[config.mk]
export PLATFORM = sky130hd
export DESIGN_NAME = rx_char_queue
export DESIGN_NICKNAME = d
export VERILOG_FILES = /design/src/rtl/rcq_pkg.sv /design/src/rtl/rcq_store.sv /design/src/rtl/rcq_trigger.sv /design/src/rtl/rcq_timer.sv /design/src/rtl/rx_char_queue.sv
export SDC_FILE = /design/constraint.sdc
export NUM_CORES = 1
export LEC_CHECK = 0
export ABC_AREA = 1
export CAP_MARGIN = 15
export CORE_MARGIN = 1.5
export CORE_UTILIZATION = 60
export CTS_CLUSTER_SIZE = 14
export DETAILED_ROUTE_END_ITERATION = 16
export GPL_TIMING_DRIVEN = 1
export PLACE_DENSITY = 0.8
export SLEW_MARGIN = 15
export SYNTH_ARGS = -nofsm -noshare
export SYNTH_HDL_FRONTEND = slang
export SYNTH_SLANG_ARGS = --single-unit
[constraint.sdc]
create_clock -name clk_i -period 3.4 [get_ports clk_i]
set_clock_uncertainty 0.2 [all_clocks]
set_input_delay 0.34 -clock clk_i [delete_from_list [all_inputs] [get_ports clk_i]]
set_output_delay 0.34 -clock clk_i [all_outputs]
set_load 0.005 [all_outputs]
[src/rtl/rcq_pkg.sv]
package rcq_pkg;
  // receive threshold decode; the order is part of the programming model
  function automatic int unsigned trig_level(input logic [1:0] sel);
    case (sel)
      2'b00:   return 1;
      2'b01:   return 4;
      2'b10:   return 8;
      default: return 14;
    endcase
  endfunction
endpackage

[src/rtl/rcq_store.sv]
module rcq_store #(
  parameter int unsigned DATA_W = 8,
  parameter int unsigned DEPTH  = 16,
  localparam int unsigned PTR_W = $clog2(DEPTH),
  localparam int unsigned CNT_W = $clog2(DEPTH + 1)
) (
  input  logic              clk_i,
  input  logic              rst_ni,
  input  logic              clr_i,
  input  logic              cap_one_i,
  input  logic              wr_i,
  input  logic [DATA_W-1:0] wr_data_i,
  input  logic              rd_i,
  output logic [DATA_W-1:0] rd_data_o,
  output logic [CNT_W-1:0]  count_o,
  output logic              full_o,
  output logic              empty_o,
  output logic              wr_ok_o,
  output logic              rd_ok_o
);
  logic [DATA_W-1:0] mem_q [DEPTH];
  logic [PTR_W-1:0]  wptr_q, rptr_q;
  logic [CNT_W-1:0]  cnt_q;
  logic [CNT_W-1:0]  cap;

  assign cap       = cap_one_i ? CNT_W'(1) : CNT_W'(DEPTH);
  assign empty_o   = (cnt_q == '0);
  assign full_o    = (cnt_q >= cap);
  assign rd_ok_o   = rd_i && !empty_o;
  assign wr_ok_o   = wr_i && (!full_o || rd_ok_o);
  assign rd_data_o = mem_q[rptr_q];
  assign count_o   = cnt_q;

  always_ff @(posedge clk_i) begin
    if (wr_ok_o && !clr_i) mem_q[wptr_q] <= wr_data_i;
  end

  always_ff @(posedge clk_i or negedge rst_ni) begin
    if (!rst_ni) begin
      wptr_q <= '0;
      rptr_q <= '0;
      cnt_q  <= '0;
    end else if (clr_i) begin
      wptr_q <= '0;
      rptr_q <= '0;
      cnt_q  <= '0;
    end else begin
      if (wr_ok_o) wptr_q <= wptr_q + PTR_W'(1);
      if (rd_ok_o) rptr_q <= rptr_q + PTR_W'(1);
      case ({wr_ok_o, rd_ok_o})
        2'b10:   cnt_q <= cnt_q + CNT_W'(1);
        2'b01:   cnt_q <= cnt_q - CNT_W'(1);
        default: cnt_q <= cnt_q;
      endcase
    end
  end
endmodule

[src/rtl/rcq_trigger.sv]
module rcq_trigger #(
  parameter int unsigned CNT_W = 5
) (
  input  logic [1:0]       sel_i,
  input  logic             fifo_en_i,
  input  logic [CNT_W-1:0] count_i,
  output logic             reached_o,
  output logic             below_o
);
  logic [CNT_W-1:0] lvl;

  assign lvl       = fifo_en_i ? CNT_W'(rcq_pkg::trig_level(sel_i)) : CNT_W'(1);
  assign reached_o = (count_i >= lvl);
  assign below_o   = (count_i != '0) && !reached_o;
endmodule

[src/rtl/rcq_timer.sv]
module rcq_timer #(
  parameter int unsigned TICKS = 40,
  localparam int unsigned CW   = $clog2(TICKS)
) (
  input  logic clk_i,
  input  logic rst_ni,
  input  logic arm_i,
  input  logic restart_i,
  input  logic tick_i,
  output logic expired_o
);
  logic [CW-1:0] cnt_q;
  logic          exp_q;

  always_ff @(posedge clk_i or negedge rst_ni) begin
    if (!rst_ni) begin
      cnt_q <= '0;
      exp_q <= 1'b0;
    end else if (restart_i || !arm_i) begin
      cnt_q <= '0;
      exp_q <= 1'b0;
    end else if (tick_i && !exp_q) begin
      if (cnt_q == CW'(TICKS - 1)) begin
        cnt_q <= '0;
        exp_q <= 1'b1;
      end else begin
        cnt_q <= cnt_q + CW'(1);
      end
    end
  end

  assign expired_o = exp_q;
endmodule

[src/rtl/rx_char_queue.sv]
module rx_char_queue #(
  parameter int unsigned DATA_W        = 8,
  parameter int unsigned DEPTH         = 16,
  parameter int unsigned BITS_PER_CHAR = 10,
  parameter int unsigned TO_CHARS      = 4,
  localparam int unsigned CNT_W        = $clog2(DEPTH + 1),
  localparam int unsigned TO_TICKS     = BITS_PER_CHAR * TO_CHARS
) (
  input  logic              clk_i,
  input  logic              rst_ni,
  input  logic              fifo_en_i,
  input  logic              flush_i,
  input  logic [1:0]        trig_sel_i,
  input  logic              tick_i,
  input  logic              wr_i,
  input  logic [DATA_W-1:0] wr_data_i,
  input  logic              rd_i,
  output logic [DATA_W-1:0] rd_data_o,
  output logic [CNT_W-1:0]  count_o,
  output logic              empty_o,
  output logic              full_o,
  output logic              overrun_o,
  output logic              data_irq_o,
  output logic              timeout_irq_o
);
  logic en_q, clr, wr_ok, rd_ok, below, ovr_q;

  // mode switch empties the queue
  assign clr = flush_i || (fifo_en_i != en_q);

  always_ff @(posedge clk_i or negedge rst_ni) begin
    if (!rst_ni) begin
      en_q  <= 1'b0;
      ovr_q <= 1'b0;
    end else begin
      en_q <= fifo_en_i;
      if (flush_i)                          ovr_q <= 1'b0;
      else if (wr_i && !wr_ok && !clr)      ovr_q <= 1'b1;
    end
  end

  rcq_store #(.DATA_W(DATA_W), .DEPTH(DEPTH)) u_store (
    .clk_i     (clk_i),
    .rst_ni    (rst_ni),
    .clr_i     (clr),
    .cap_one_i (!fifo_en_i),
    .wr_i      (wr_i),
    .wr_data_i (wr_data_i),
    .rd_i      (rd_i),
    .rd_data_o (rd_data_o),
    .count_o   (count_o),
    .full_o    (full_o),
    .empty_o   (empty_o),
    .wr_ok_o   (wr_ok),
    .rd_ok_o   (rd_ok)
  );

  rcq_trigger #(.CNT_W(CNT_W)) u_trig (
    .sel_i     (trig_sel_i),
    .fifo_en_i (fifo_en_i),
    .count_i   (count_o),
    .reached_o (data_irq_o),
    .below_o   (below)
  );

  rcq_timer #(.TICKS(TO_TICKS)) u_timer (
    .clk_i     (clk_i),
    .rst_ni    (rst_ni),
    .arm_i     (fifo_en_i && below),
    .restart_i (wr_i || rd_ok || clr),
    .tick_i    (tick_i),
    .expired_o (timeout_irq_o)
  );

  assign overrun_o = ovr_q;
endmodule

==> impl_metrics.csv <==
group,metric,value,unit
timing,report.final.setup_viol,0,
critical_path,r2r_start,"u_store.count_o[0]",
die,floorplan.die_area,11830,um^2
global_routing,grt_pass1_wl,24080,um
synth,async_reset_ff_share,14.67,%
critical_path,critPathRequiredTime,2860,ps
routing,drtIter0Drc,466,
global_routing,antenna_violations_before_repair,0,
clock_tree,max-clock-path-buffers,2,
timing,post-route-min-period,3251,ps
job,timing.max_cap.violations,0,
synth,synth_cells,591,
timing,rsz0062_at_grt,"false",
routing,drt-pass1-iter-count,5,
synth,mappedNetlistArea,6711,um^2
timing,hold_viol_final,0,
synth,yosysTopAreaCell,"sky130_fd_sc_hd__edfxtp_1",
critical_path,worst_setup_sp_type,"flip-flop",
die,placementRows,38,
timing,final.period_utilization,95.62,%
critical_path,critical_path_cell_count,9,
outcome,status,"finished, final reports clean",
timing,maxSlewHeadroom,41.45,%
die,die_w,108.8,um
clock_tree,htree_num_levels,4,
layout,fillCellCount,696,
routing,vias_per_cell,6.014,
synth,synth_edf_count,128,
clock_tree,root_buffer,"sky130_fd_sc_hd__clkbuf_8",
die,design.portCount,35,
layout,post-route-cell-area,7856,um^2
timing,peak_freq,307.6,MHz
place,hpwlAfterDp,9785,um
layout,finish.net_count,669,
critical_path,crit_top_cell,"sky130_fd_sc_hd__nor2_1",
clock_tree,insertion_delay,520,ps
critical_path,cpMaxStageDelayCell,"sky130_fd_sc_hd__clkdlybuf4s50_1",
critical_path,worstSetupPathType,"reg -> out",
timing,finalSetupTns,0,ps
min_path,hold_path_class,"in -> async",
global_routing,grt_use_total,28.23,%
power,cellLeakagePower,2.891,nW
power,p_per_area,559.8,nW/um^2
synth,synth-seq-cells,150,
critical_path,cp_data_arrival_time,2710,ps
timing,setup_ws_post_layout,149.0,ps
power,power.ir.vdd_worst,349.4,uV
timing,final_count_of_pins_violating_max_slew,0,
global_routing,grt_remaining_overflow,0,
critical_path,path_buf_inv,3,
global_routing,grt_pass1_vias,4557,
synth,syn-num-nets,624,
synth,netlist_top_cells_area,"sky130_fd_sc_hd__edfxtp_1 (57%), sky130_fd_sc_hd__dfrtp_1 (8.2%), sky130_fd_sc_hd__nor2_1 (7.0%), sky130_fd_sc_hd__o21ai_0 (5.7%), sky130_fd_sc_hd__o211ai_1 (3.6%)",
synth,synthDistinctLibCells,33,
layout,final_core_utilization,72.16,%
routing,drc,0,
routing,route.vias.total,4745,
clock_tree,cts_sinks,150,
place,routabilityCongestion,0.9068,
critical_path,timing.critical_path.max_delay_family,"buffers and inverters",
critical_path,endpoint_kind,"output port",
place,placed_area,7219,um^2
clock_tree,cts_inserted_buffers,17,
routing,ant_nets,0,
place,pre_cts_ws,241.5,ps
timing,timing_worst_slew_pin_value,875.5,ps
routing,drt-total-wl,15570,um
clock_tree,cts_tree,"yes",
synth,ys.warnings.count,0,
critical_path,critical_path_peak_fanout,42,
synth,dominantRegCellSynth,"sky130_fd_sc_hd__edfxtp_1",
timing,hold-worst-slack,133.2,ps
synth,synthesis.area_per_instance,11.36,um^2
critical_path,worst_r2r_endpoint,"u_store.mem_q[14][6]",
critical_path,slowest_delay,510,ps
layout,area.growth.synth_to_final,17.06,%
die,die_height,108.8,um
layout,antennaDiodeCount,0,
layout,post_route_cells_drive_above_1_share,11.71,%
global_routing,grt_start_max_net_pins,67,
critical_path,path_cells,"inv_6 -> buf_12 -> nor2_1 -> nor2_1 -> o21ai_0 -> o21ai_1 -> o211ai_1 -> nand2_1 -> clkdlybuf4s50_1",
place,io_buffers,34,
die,placeableCoreArea,10890,um^2
synth,post-synth-top-area-fraction,57.27,%
critical_path,worstRegToRegCells,11,
clock_tree,post_cts_buffers,0,
die,initial_utilization,61.64,%
routing,routed_wire_length_per_instance,19.73,um
synth,ys_seq_area_share,65.47,%
critical_path,worst-r2r-setup-slack,630,ps
clock_tree,cts.clk_slew.worst_paths,60,ps
## power by group
| group | internal [W] | leakage (nW) | switching [W] |
|---|---|---|---|
| Clock | 0.00123 | 0.295 | 0.000709 |
| Combinational | 0.000157 | 1.14 | 0.000263 |
| Sequential | 0.00202 | 1.45 | 0.0000187 |
## layout make-up
type                            count  area, um^2  area share, %
Multi-Input combinational cell    381        2042          25.99
Inverter                           34       132.6          1.688
Timing Repair Buffer               52       489.2          6.227
Clock inverter                     11       173.9          2.214
Tap cell                          140       175.2          2.230
Clock buffer                       21       449.2          5.717
Sequential cell                   150        4394          55.93
## state kept, by name, indices dropped and copies added (netlist names)
register           count
u_timer.expired_o      1
en_q                   1
overrun_o              1
u_store.wptr_q         4
u_timer.cnt_q          6
u_store.count_o        5
u_store.rptr_q         4
u_store.mem_q        128
## cell usage after synthesis (4+ instances only)
cell type / number
sky130_fd_sc_hd__o211ai_1: 32
sky130_fd_sc_hd__xor2_1: 4
sky130_fd_sc_hd__clkbuf_1: 10
sky130_fd_sc_hd__inv_2: 6
sky130_fd_sc_hd__nor2_2: 4
sky130_fd_sc_hd__buf_2: 7
sky130_fd_sc_hd__inv_1: 27
sky130_fd_sc_hd__nor3_1: 4
sky130_fd_sc_hd__ha_1: 15
sky130_fd_sc_hd__edfxtp_1: 128
sky130_fd_sc_hd__o21ai_1: 6
sky130_fd_sc_hd__buf_6: 4
sky130_fd_sc_hd__dfrtp_1: 22
sky130_fd_sc_hd__nand3_1: 29
sky130_fd_sc_hd__o21ai_0: 76
sky130_fd_sc_hd__nand2_1: 52
sky130_fd_sc_hd__a21oi_1: 7
sky130_fd_sc_hd__nor2_1: 125
sky130_fd_sc_hd__nand2_4: 10
## logic make-up (layout without fill, tap and decap cells)
| logic type | count (synthesis) | after routing | share of synthesized area [%] |
|---|---|---|---|
| AND/OR/NAND/NOR | 238 | 238 | 16.26 |
| flip-flops | 150 | 150 | 65.47 |
| AO/OA/AOI/OAI | 123 | 123 | 10.55 |
| buffers and inverters | 60 | 118 | 4.101 |
| adder cells (fa/ha/maj) | 16 | 16 | 3.095 |
| XOR/XNOR | 4 | 4 | 0.5219 |
## how the worst max path moves through the flow
stage,startpoint,end,slack (ps)
after floorplan,u_store.count_o[0],u_store.mem_q[0][0],1000
after global placement,fifo_en_i,u_store.mem_q[1][4],370
after detailed placement,fifo_en_i,u_store.mem_q[14][5],240
after CTS,u_store.rptr_q[0],rd_data_o[0],40
after global routing,u_store.rptr_q[0],rd_data_o[0],30
final,u_store.rptr_q[0],rd_data_o[0],150
## per-layer routing
layer	GRT usage (%)	wire [um]	vias up
li1	-	-	2176
met1	36.07	6051	2256
met2	46.05	7735	270
met3	6.993	1289	43
met4	12.31	489	0
met5	0	0	-
## cell usage in the layout (no fill, tap or decap), drive strengths merged, types with 4 or more instances in the layout
cell type	instances
a21oi	8
buf	18
bufinv	4
clkbuf	21
clkdlybuf4s50	33
clkinv	4
dfrtp	22
edfxtp	128
ha	15
inv	34
nand2	63
nand3	31
nor2	132
nor3	4
o211ai	32
o21ai	82
xor2	4
## through the flow
stage | std cells | power [W]
finish | 789 | 0.004398
global placement | 756 | 0.002471
floorplan | 591 | 0.002311
detailed placement | 756 | 0.002484
CTS | 788 | 0.004414
global route | 789 | 0.004540
## timing repair
| action | CTS | global route |
|---|---|---|
| setup endpoints to repair | 0 | 8 |
| hold buffers | 0 | 1 |
| hold endpoints to repair | 0 | 22 |
| resized for setup | 0 | 4 |
Power figures use the tool's default switching activity.
